==> src/rtl/qge_host_pkg.sv <==
package qge_host_pkg;
  localparam int ADDR_W    = 8;
  localparam int DATA_W    = 32;
  localparam int LANES     = 16;
  localparam int COLS      = 8;
  localparam int GATES     = 13;
  localparam int SEL_W     = 4;
  localparam int RAND_W    = 16;
  localparam logic [RAND_W-1:0] RAND_SEED = 16'hACE1;

  typedef enum logic {PH_ADDR = 1'b0, PH_DATA = 1'b1} wphase_e;
endpackage

==> src/rtl/qh_decode.sv <==
module qh_decode #(
  parameter int ADDR_W = 8,
  parameter int LANES  = 16,
  parameter int COLS   = 8,
  parameter int GATES  = 13,
  localparam int ROW_W = $clog2(LANES),
  localparam int COL_W = $clog2(COLS)
) (
  input  logic [ADDR_W-1:0] addr,
  output logic              lane_hit,
  output logic              sel_hit,
  output logic [ROW_W-1:0]  row_idx,
  output logic [COL_W-1:0]  col_idx
);
  localparam logic [ADDR_W-1:0] LANE_LIM = ADDR_W'(LANES);
  localparam logic [ROW_W-1:0]  GATE_LIM = ROW_W'(GATES);

  always_comb begin
    row_idx  = addr[ROW_W-1:0];
    col_idx  = addr[ROW_W +: COL_W];
    lane_hit = (addr < LANE_LIM);
    sel_hit  = addr[ADDR_W-1] && (row_idx < GATE_LIM);
  end
endmodule

==> src/rtl/qh_bank.sv <==
module qh_bank #(
  parameter int DATA_W = 32,
  parameter int LANES  = 16,
  parameter int COLS   = 8,
  parameter int GATES  = 13,
  parameter int SEL_W  = 4,
  localparam int ROW_W = $clog2(LANES),
  localparam int COL_W = $clog2(COLS)
) (
  input  logic                         clk,
  input  logic                         rst_n,
  input  logic                         wr_en,
  input  logic                         lane_hit,
  input  logic                         sel_hit,
  input  logic [ROW_W-1:0]             row_idx,
  input  logic [COL_W-1:0]             col_idx,
  input  logic [DATA_W-1:0]            wdata,
  output logic [LANES*DATA_W-1:0]      init_flat,
  output logic [COLS*GATES*SEL_W-1:0]  sel_flat
);
  for (genvar i = 0; i < LANES; i++) begin : g_lane
    logic [DATA_W-1:0] q_q, q_d;
    logic              ce;
    always_comb begin
      ce  = wr_en && lane_hit && (row_idx == ROW_W'(i));
      q_d = ce ? wdata : q_q;
    end
    always_ff @(posedge clk or negedge rst_n) begin
      if (!rst_n) q_q <= '0;
      else        q_q <= q_d;
    end
    assign init_flat[i*DATA_W +: DATA_W] = q_q;
  end

  for (genvar c = 0; c < COLS; c++) begin : g_col
    for (genvar g = 0; g < GATES; g++) begin : g_gate
      logic [SEL_W-1:0] s_q, s_d;
      logic             ce;
      always_comb begin
        ce  = wr_en && sel_hit && (col_idx == COL_W'(c)) && (row_idx == ROW_W'(g));
        s_d = ce ? wdata[SEL_W-1:0] : s_q;
      end
      always_ff @(posedge clk or negedge rst_n) begin
        if (!rst_n) s_q <= '0;
        else        s_q <= s_d;
      end
      assign sel_flat[(c*GATES+g)*SEL_W +: SEL_W] = s_q;
    end
  end
endmodule

==> src/rtl/qh_lfsr.sv <==
module qh_lfsr #(
  parameter int                RAND_W = 16,
  parameter logic [RAND_W-1:0] SEED   = 16'hACE1
) (
  input  logic              clk,
  input  logic              rst_n,
  output logic [RAND_W-1:0] value
);
  logic [RAND_W-1:0] v_q, v_d;

  always_comb v_d = {v_q[RAND_W-2:0], v_q[15] ^ v_q[13] ^ v_q[12] ^ v_q[10]};

  always_ff @(posedge clk or negedge rst_n) begin
    if (!rst_n) v_q <= SEED;
    else        v_q <= v_d;
  end

  assign value = v_q;
endmodule

==> src/rtl/qge_host_ctrl.sv <==
module qge_host_ctrl
  import qge_host_pkg::*;
(
  input  logic                          clk,
  input  logic                          rst_n,
  input  logic [DATA_W-1:0]             host_wdata,
  input  logic                          host_wr,
  input  logic                          host_rd,
  output logic [DATA_W-1:0]             host_rdata,
  input  logic [LANES*DATA_W-1:0]       lane_result_i,
  output logic [LANES*DATA_W-1:0]       init_qubit_o,
  output logic [COLS*GATES*SEL_W-1:0]   gate_sel_o,
  output logic [RAND_W-1:0]             rand_o
);
  localparam int ROW_W = $clog2(LANES);
  localparam int COL_W = $clog2(COLS);

  logic rst_s0, rst_sync_n;
  always_ff @(posedge clk or negedge rst_n) begin
    if (!rst_n) begin
      rst_s0     <= 1'b0;
      rst_sync_n <= 1'b0;
    end else begin
      rst_s0     <= 1'b1;
      rst_sync_n <= rst_s0;
    end
  end

  wphase_e           phase_q, phase_d;
  logic [ADDR_W-1:0] addr_q, addr_d;
  logic [DATA_W-1:0] rdata_q, rdata_d;
  logic              data_wr, rd_take;
  logic              lane_hit, sel_hit;
  logic [ROW_W-1:0]  row_idx;
  logic [COL_W-1:0]  col_idx;
  logic [DATA_W-1:0] lane_val;

  qh_decode #(.ADDR_W(ADDR_W), .LANES(LANES), .COLS(COLS), .GATES(GATES)) u_dec (
    .addr(addr_q), .lane_hit(lane_hit), .sel_hit(sel_hit),
    .row_idx(row_idx), .col_idx(col_idx)
  );

  always_comb begin
    lane_val = '0;
    for (int i = 0; i < LANES; i++)
      if (row_idx == ROW_W'(i)) lane_val = lane_result_i[i*DATA_W +: DATA_W];
  end

  always_comb begin
    data_wr = host_wr && (phase_q == PH_DATA);
    rd_take = host_rd && !host_wr && (phase_q == PH_DATA);
    phase_d = phase_q;
    addr_d  = addr_q;
    rdata_d = rdata_q;
    if (host_wr) begin
      phase_d = (phase_q == PH_ADDR) ? PH_DATA : PH_ADDR;
      if (phase_q == PH_ADDR) addr_d = host_wdata[ADDR_W-1:0];
    end else if (rd_take) begin
      phase_d = PH_ADDR;
      rdata_d = lane_hit ? lane_val : '0;
    end
  end

  always_ff @(posedge clk or negedge rst_sync_n) begin
    if (!rst_sync_n) begin
      phase_q <= PH_ADDR;
      addr_q  <= '0;
      rdata_q <= '0;
    end else begin
      phase_q <= phase_d;
      addr_q  <= addr_d;
      rdata_q <= rdata_d;
    end
  end

  assign host_rdata = rdata_q;

  qh_bank #(.DATA_W(DATA_W), .LANES(LANES), .COLS(COLS), .GATES(GATES), .SEL_W(SEL_W)) u_bank (
    .clk(clk), .rst_n(rst_sync_n), .wr_en(data_wr), .lane_hit(lane_hit),
    .sel_hit(sel_hit), .row_idx(row_idx), .col_idx(col_idx), .wdata(host_wdata),
    .init_flat(init_qubit_o), .sel_flat(gate_sel_o)
  );

  qh_lfsr #(.RAND_W(RAND_W), .SEED(RAND_SEED)) u_rand (
    .clk(clk), .rst_n(rst_sync_n), .value(rand_o)
  );
endmodule

==> config.mk <==
export PLATFORM = sky130hd
export DESIGN_NAME = qge_host_ctrl
export DESIGN_NICKNAME = d
export VERILOG_FILES = /design/src/rtl/qge_host_pkg.sv /design/src/rtl/qh_decode.sv /design/src/rtl/qh_bank.sv /design/src/rtl/qh_lfsr.sv /design/src/rtl/qge_host_ctrl.sv
export SDC_FILE = /design/constraint.sdc
export NUM_CORES = 1
export LEC_CHECK = 0
export ABC_AREA = 1
export ABC_CLOCK_PERIOD_IN_PS = 39400
export CORE_AREA = 2 2 598 600
export DETAILED_ROUTE_END_ITERATION = 8
export DIE_AREA = 0 0 600 602
export DONT_BUFFER_PORTS = 1
export PLACE_DENSITY = 0.36
export SLEW_MARGIN = 10
export SYNTH_ARGS = -nofsm -noshare
export SYNTH_HDL_FRONTEND = slang
export SYNTH_SLANG_ARGS = --single-unit
==> constraint.sdc <==
create_clock -name clk -period 39.4 [get_ports clk]
set_input_delay 3.94 -clock clk [delete_from_list [all_inputs] [get_ports clk]]
set_output_delay 3.94 -clock clk [all_outputs]
set_load 0.005 [all_outputs]
# Yosys cells after proc, flatten, opt, wreduce, memory -nomap -nowiden
# Index checks and enable logic that the tools add are counted.
[word_totals] reg_bits=987 in_bits=548 out_inout_bits=976 word_cells=315
[op_classes] n_lt_le_gt_ge=2 eq_ne=22 n_mux=20 bitwise=5 n_reduce_logical=140
[ops] cell="32-bit two-way mux" count=17
[ops] cell="1-bit logical AND" count=134
[ops] cell="4-bit == test (second input constant)" count=8
[ops] cell="4-bit by 3-bit == test with 1-bit output (second input constant)" count=4
[ops] cell="3-bit == test (second input constant)" count=4
[ops] cell="4-bit by 2-bit == test with 1-bit output (second input constant)" count=2
[ops] cell="8-bit by 5-bit less-than comparator with 1-bit output (second input constant)" count=1
[ops] cell="3-bit by 2-bit == test with 1-bit output (second input constant)" count=2
[ops] cell="4-bit by 1-bit == test with 1-bit output (second input constant)" count=1
[ops] cell="4-bit zero test" count=1
[ops] cell="4-bit less-than comparator (second input constant)" count=1
[ops] cell="2-bit AND reduction" count=2
[ops] cell="3-bit by 1-bit == test with 1-bit output (second input constant)" count=1
[ops] cell="3-bit zero test" count=1
[ops] cell="1-bit two-way mux" count=3
[ops] cell="1-bit bitwise XOR" count=3
[ops] cell="1-bit NOT" count=2
[ops] cell="2-bit nonzero test" count=1
[ops] cell="1-bit zero test" count=1

# Logic depth before layout (Yosys ltp)
# Gate-level depths: netlist of run 1.
[depth] depth_word=18 mapped_depth=19 mapped_depth_nobuf=17

# Hierarchy
# Synthesis of run 1 repeated with hierarchy kept, for this count alone.
[unflattened] hier_cells=5166 hier_area_um2=42299.3
[by_module_without_submodules] mod="qh_bank" n_inst=1 cells_each=3925 area_per_inst_um2=35675.5 seq_area_each_um2=23222.3
[by_module_without_submodules] mod="qge_host_ctrl" n_inst=1 cells_each=1178 area_per_inst_um2=5944.5 seq_area_each_um2=1076.0
[by_module_without_submodules] mod="qh_lfsr" n_inst=1 cells_each=48 area_per_inst_um2=594.3 seq_area_each_um2=410.4
[by_module_without_submodules] mod="qh_decode" n_inst=1 cells_each=15 area_per_inst_um2=85.1 seq_area_each_um2=0.0

# Worst setup path after synthesis of run 1
# No wires, ideal clock.
[synth_path] kind="in2reg" from="in host_wr" to="reg u_bank.g_lane[2].q_q[14]" setup_ns=0.125 t_arrival_ns=5.021 required_time_ns=39.275 setup_slack_ns=34.255 stages=5 n_path_buf=2 path_cell_list="nand3_1 > buf_2 > nor2_1 > buf_2 > mux2_2"
[synth_between] elab_chain_cells=3
[synth_rtl] element="start, declared" line="qge_host_ctrl.sv:7" text="input logic host_wr,"
[synth_rtl] element="1-bit logical AND" line="qge_host_ctrl.sv:50" text="data_wr = host_wr && (phase_q == PH_DATA);"
[synth_rtl] element="1-bit logical AND (2 in a row)" line="qh_bank.sv:25" text="ce = wr_en && lane_hit && (row_idx == ROW_W'(i));"
[synth_rtl] element="end signal, assigned" line="qh_bank.sv:30" text="else q_q <= q_d;"
[synth_rtl] element="end, declared" line="qh_bank.sv:22" text="logic [DATA_W-1:0] q_q, q_d;"
# Every way passes these cells.
# A chain may end at the register's enable or synchronous reset.

# Worst setup path in the final report of run 1
[layout_path] from="reg u_bank.g_col[5].g_gate[12].s_q[3]" to="out gate_sel_o[311]"
[layout_rtl] element="start, declared" line="qh_bank.sv:37" text="logic [SEL_W-1:0] s_q, s_d;"
[layout_rtl] element="start signal, assigned" line="qh_bank.sv:44" text="if (!rst_n) s_q <= '0;"
[layout_rtl] element="start signal, assigned" line="qh_bank.sv:45" text="else s_q <= s_d;"
[layout_rtl] element="end, declared" line="qge_host_ctrl.sv:12" text="output logic [COLS*GATES*SEL_W-1:0] gate_sel_o,"
# No word-level cell between the ends.

==> results.json, run 1 <==
{
  "gp_congestion": 0.9385,
  "synth_top_area_share_pct": 60.68,
  "postRouteAntennaNets": 0,
  "drt-met1-wl_mm": 94.99,
  "fmax_mhz": 180.7,
  "clkTransAtPathRegs_ps": 70,
  "grt_pass1_wl_mm": 344.6,
  "finalSetupViolations": 0,
  "area_delta_synth_final_pct": 24.98,
  "p_per_area_nw_per_um2": 58.43,
  "async_flop_share_pct": 100.0,
  "yosys_most_used_dff": "dfrtp_1",
  "nNetsFinal": 4475,
  "dieArea_sq_um": 361200,
  "grt_use_total_pct": 14.68,
  "max-vdd-ir-drop_uv": 38.03,
  "cts_buffers": 121,
  "cp.required_ps": 35460,
  "routed_wl_mm": 275.9,
  "routed-via-count": 30904,
  "overflow": 0,
  "ff_latch_area_sq_um": 24710,
  "drv_slew": 0,
  "placed_area_sq_um": 46150,
  "rows": 219,
  "drc": 0,
  "routedWlPerCell_um": 31.16,
  "power.leakage_nw": 22.27,
  "cts.sinks": 987,
  "syn_inst": 3974,
  "avgViaCountPerCell": 3.490,
  "cts_tree": "yes",
  "initial_core_util_pct": 11.38,
  "top_layer": "met5",
  "maxCapViolations": 0,
  "synth_edf_count": 0,
  "worstPathMaxFanout": 2,
  "min_period_over_period_pct": 14.05,
  "clock_latency_ps": 860,
  "cts_buffer_depth": 4,
  "dp_hpwl_mm": 214.0,
  "netlist_area_sq_um": 40370,
  "met2WireLength_mm": 141.9,
  "die_x_um": 600,
  "postCtsSetupBuffers": 0,
  "tightest_slew_ps": 1128,
  "htree_num_levels": 3,
  "fin_crit_ps": 5535,
  "rsz0062_at_grt": "no",
  "fill_cells": 40108,
  "ys_seq_elements": 987,
  "avgSynthCellArea_sq_um": 10.16,
  "wl_met3_mm": 30.57,
  "coreArea_sq_um": 354800,
  "multiInputGateArea_sq_um": 14350,
  "status": "finished clean",
  "yosys.area.top_type": "dfrtp_1",
  "critical_path_arrival_ps": 1600,
  "antenna_found_initial": 164,
  "path_class": "reg -> out",
  "layout-drive-gt1-share_pct": 19.19,
  "grt_max_degree": 141,
  "io_pins": 1524,
  "yosysMostFrequentCell": "nand2_1",
  "hp-class": "reg -> reg",
  "clockRootBuffer": "clkbuf_16",
  "port_buffers": 0,
  "fin_worst_skew_ps": 60.00,
  "postCtsHoldBufs": 0,
  "holdWs_ps": 356.1,
  "drt-pass1-iter-count": 6,
  "relSlewSlack_pct": 24.82,
  "seq_area_frac_synth_pct": 61.20,
  "grt_pass1_vias": 30244,
  "synth_cell_type_count": 31,
  "first_iter_violations": 2744,
  "yosys_warnings": 0,
  "die_h_um": 602,
  "hold_viol_final": 0,
  "start_kind": "flip-flop",
  "final.setup.tns_ps": 0,
  "cts_resized": 0,
  "synth_nets": 4522,
  "finalInstanceArea_sq_um": 50460,
  "synth_area_leaders": "dfrtp_1, nand2_1, mux2_2, o21ai_0, a21oi_1",
  "end_kind": "output port",
  "synth_common_cells": "nand2_1, dfrtp_1, o21ai_0"
}
-- final timing paths --
path	start	to	slack, ps	depth (start not counted)
min in group asynchronous	rst_sync_n	u_bank.g_lane[2].q_q[15]	390	0
setup / recovery	u_bank.g_col[5].g_gate[12].s_q[3]	gate_sel_o[311]	33860	0
hold / removal	rst_s0	rst_sync_n	360	0
hold reg to reg	rst_s0	rst_sync_n	360	0
setup reg to reg	addr_q[3]	host_rdata[8]	35020	16
max in group asynchronous	rst_sync_n	u_bank.g_lane[11].q_q[0]	35070	4
-- kinds of logic after synthesis --
logic type | share of synthesized area, %
AOI/OAI and AO/OA | 8.120
xor gates and xnor gates | 0.06510
DFF | 61.20
other | 0.009289
buffers and inverters | 3.979
muxes | 10.71
and+or+nand+nor | 15.91
-- metrics by stage --
step	setup slack [ps]	power, mW	std cells	util, %
floorplan	9865	1.515	3974	-
global placement	32810	1.808	8555	13.00
detailed placement	32860	1.812	8555	13.00
CTS	33590	3.011	8773	14.16
global route	33680	3.095	8802	14.18
finish	33860	2.948	8856	14.22
-- flip-flops by register name, summed over array words and instances (netlist names) --
register,flops
u_bank.g_lane.q_q,512
u_bank.g_col.g_gate.s_q,416
host_rdata,32
u_rand.value,16
addr_q,8
phase_q,1
rst_s0,1
rst_sync_n,1
-- report_power, final --
group          internal, mW  switching [mW]
sequential             1.16           0.174
clock                 0.687           0.486
combinational         0.137           0.307
-- metal layers --
layer	GRT usage, %	vias up
met1	15.19	15622
met3	6.671	414
met2	26.65	1706
li1	-	13092
met5	0	-
met4	3.580	70
-- layout make-up --
type | count | area share, %
inverter | 134 | 1.034
clock inverter | 49 | 1.235
tap | 4751 | 11.78
sequential | 987 | 48.98
clock buffer | 169 | 6.894
antenna | 83 | 0.4116
multi-input combinational | 2605 | 28.43
timing repair buffer | 78 | 1.235
-- placed cells by master, fill, tap and decap left out, types with 21 or more instances in the layout --
| cell | count |
|---|---|
| nand2_1 | 1078 |
| dfrtp_1 | 978 |
| o21ai_0 | 456 |
| mux2_2 | 350 |
| a21oi_1 | 195 |
| nor2_1 | 177 |
| clkbuf_16 | 121 |
| inv_1 | 117 |
| nand3_1 | 98 |
| diode_2 | 83 |
| buf_4 | 75 |
| or2_2 | 74 |
| nand4_1 | 59 |
| nor2_4 | 35 |
| mux2_1 | 34 |
| clkbuf_8 | 27 |
| or2_0 | 25 |
| clkinv_2 | 22 |
| clkbuf_1 | 21 |
(Power assumes the default switching activity.)
==> run 2: changes to the inputs <==
ABC_AREA = 0   (was 1)
ABC_CLOCK_PERIOD_IN_PS = 4450   (was 39400)
CORE_AREA = 2 2 594 596   (was 2 2 598 600)
DIE_AREA = 0 0 596 598   (was 0 0 600 602)
PLACE_DENSITY = 0.37   (was 0.36)
clock period = 4.45 ns   (was 39.4 ns; I/O delays follow)
==> run 2 against run 1 <==
  * Core utilization grew 1.4 points
  * Critical path depth rose by 8
  * Global-route usage increased by 1.6 points
  * Combinational power grew to 7.8 times the previous value
  * Largest cell class unchanged
  * Clock power increased to 9.4 times the previous value
  * Sequential cell count unchanged
  * Via count is 3.1% lower
  * Wire length grew 9.6%
  * Cell count shrank 8.7%
  * Sequential share of layout area down 3.9 points
  * First-iteration DRC count down 19%
==> results.json, run 2 <==
{
  "instances_no_fill": 8082,
  "cts.sinks": 987,
  "critical-path-top-delay-family": "buffers and inverters",
  "antenna_found_initial": 167,
  "max-vdd-ir-drop_uv": 342.8,
  "hp-class": "in -> reg",
  "rsz0062_at_grt": "no",
  "clkTransAtPathRegs_ps": 60,
  "yosys.area.top_type": "dfrtp_1",
  "synth_common_cells": "dfrtp_1, mux2_2, nand2_1",
  "fin_worst_skew_ps": 60.33,
  "cts_resized": 0,
  "timing.rr.end": "host_rdata[4]",
  "power.leakage_nw": 24.41,
  "synth_edf_count": 0,
  "postCtsSetupBuffers": 0,
  "die_x_um": 596,
  "grt_max_degree": 118,
  "grt_pass1_wl_mm": 376.8,
  "status": "finished clean",
  "drc": 0,
  "rr_startpoint": "addr_q[1]",
  "worstPathMaxFanout": 39,
  "clockRootBuffer": "clkbuf_16",
  "overflow": 0,
  "cp.required_ps": 5130,
  "cts_tree": "yes",
  "layout-drive-gt1-share_pct": 42.27,
  "io_pins": 1524,
  "relSlewSlack_pct": 22.58,
  "dp_hpwl_mm": 234.0,
  "drt-pass1-iter-count": 6,
  "grt_pass1_vias": 30958,
  "cts_buffers": 135,
  "tightest_slew_ps": 1149,
  "port_buffers": 0,
  "worst_r2r_path_depth": 8,
  "routed_wl_mm": 302.5,
  "most-common-layout-cells": "dfrtp_1, mux2_2, nand2_1, buf_4, clkbuf_16",
  "yosysMostFrequentCell": "dfrtp_1",
  "regToRegSetupSlack_ps": 200,
  "regMostFlops": "u_bank.g_lane.q_q",
  "initial_core_util_pct": 12.04,
  "crit_path_start": "addr_q[1]",
  "crit_chain": "nand2b_1 > buf_4 > nor2_1 > o32ai_1 > a2111oi_0 > dlygate4sd3_1 > nor2_1 > dlygate4sd3_1",
  "synth_area_leaders": "dfrtp_1, mux2_2, nand2_1, clkbuf_1, o21ai_0",
  "gp_congestion": 0.9585,
  "postRouteAntennaNets": 0,
  "final.setup.tns_ps": 0,
  "crit_path_end": "host_rdata[4]",
  "power_mw": 24.87,
  "dp_cells": 7620,
  "path_class": "reg -> reg",
  "seq_area_frac_synth_pct": 58.52,
  "fmax_mhz": 235.2,
  "area_delta_synth_final_pct": 29.85,
  "routed-via-count": 29950,
  "avgViaCountPerCell": 3.706,
  "yosys_warnings": 0,
  "critPathBufInv": 3,
  "synth_cell_type_count": 80,
  "fin_crit_ps": 4252,
  "die_h_um": 598,
  "rows": 218,
  "synth_nets": 3638,
  "largest_reg_flops": 512,
  "path_depth": 8,
  "avgSynthCellArea_sq_um": 13.67,
  "first_iter_violations": 2220,
  "ys_seq_elements": 987,
  "yosys_most_used_dff": "dfrtp_1",
  "min_period_over_period_pct": 95.56,
  "critical_path_arrival_ps": 4940,
  "layout_commonest_cell": "dfrtp_1",
  "nNetsFinal": 3813,
  "maxCapViolations": 0,
  "clock_latency_ps": 810,
  "start_kind": "flip-flop",
  "finalSetupViolations": 0,
  "place_ws_ps": 624.3,
  "coreArea_sq_um": 350800,
  "dieArea_sq_um": 356400,
  "netlist_area_sq_um": 42230,
  "hold_viol_final": 0,
  "async_flop_share_pct": 100.0,
  "slowest_delay_ps": 760,
  "htree_num_levels": 4,
  "synth_top_area_share_pct": 58.02,
  "routedWlPerCell_um": 37.43,
  "drv_slew": 0,
  "syn_inst": 3090,
  "cpMaxStageDelayCell": "dfrtp_4",
  "cts_buffer_depth": 4,
  "end_kind": "flip-flop",
  "grt_use_total_pct": 16.33,
  "final.setup.worst_slack_ps": 197.7,
  "p_per_area_nw_per_um2": 453.6
}
run 2: changes by cell type after synthesis, sizes merged, moves of 44 or more:
| cell | previous run | this run |
|---|---|---|
| a21oi | 195 | 78 |
| inv | 129 | 16 |
| mux2 | 384 | 963 |
| mux2i | 0 | 44 |
| nand2 | 1080 | 152 |
| nand3 | 100 | 18 |
| nand4 | 59 | 6 |
| nor2 | 218 | 121 |
| o21ai | 456 | 105 |
| or2 | 102 | 3 |
run 2: cell type report:
cell class	instances	area [sq um]
fillers	38755	295900
flip-flops and latches	987	24730
multi-input cells	1830	16500
well taps	4620	5781
clock buffers	185	3870
repair buffers	295	3108
clock inverters	49	534.3
diodes	100	250.2
inverters	16	60.06
run 2: cells by family (layout without fill, tap and decap cells):
kind of cell / Yosys count / after routing / share of synthesized area [%]
AO/OA/AOI/OAI: 413 / 413 / 6.694
XOR/XNOR: 3 / 3 / 0.06224
buffers and inverters: 273 / 545 / 2.928
flip-flops: 987 / 987 / 58.52
multiplexers: 1015 / 1015 / 27.15
other: 1 / 101 / 0.008881
AND/OR/NAND/NOR: 398 / 398 / 4.640
run 2: metrics by stage:
step	hold slack, ps	instance area, sq um	utilization [%]
finish	93.48	54830	15.63
global route	46.16	54750	15.61
CTS	6.848	54580	15.56
detailed placement	149.6	48620	13.86
global placement	149.6	48600	13.85
floorplan	149.4	42230	-
run 2: worst min-delay path by stage:
stage	slack (ps)	start	to	cells past startpoint
detailed placement	150	rst_n	rst_s0	0
finish	90	host_wdata[3]	addr_q[3]	3
CTS	7	lane_result_i[258]	host_rdata[2]	4
floorplan	150	rst_n	rst_s0	0
global placement	150	rst_n	rst_s0	0
global route	50	host_wr	addr_q[1]	2
run 2: what timing repair did:
item	in CTS	in global routing
hold endpoints to repair	835	0
setup endpoints to repair	0	0
hold buffers	128	0
run 2: worst min-delay path, delay by kind of cell:
| family | cells | cell delay (ps) |
|---|---|---|
| buffers and inverters | 1 | 210 |
| AO/OA/AOI/OAI | 1 | 80 |
| AND/OR/NAND/NOR | 1 | 100 |
run 2: report_power, final:
group          switching (mW)  total, mW  internal (mW)
sequential              0.826       10.4           9.55
clock                    4.51       11.0           6.53
combinational            2.29       3.45           1.17
run 2: routing by layer:
metal / up-vias / wire [um] / track usage [%]
li1: 11667 / - / -
met1: 15912 / 105800 / 17.22
met2: 1824 / 152500 / 28.86
met3: 517 / 28780 / 5.954
met4: 30 / 15230 / 7.520
met5: - / 216 / 0
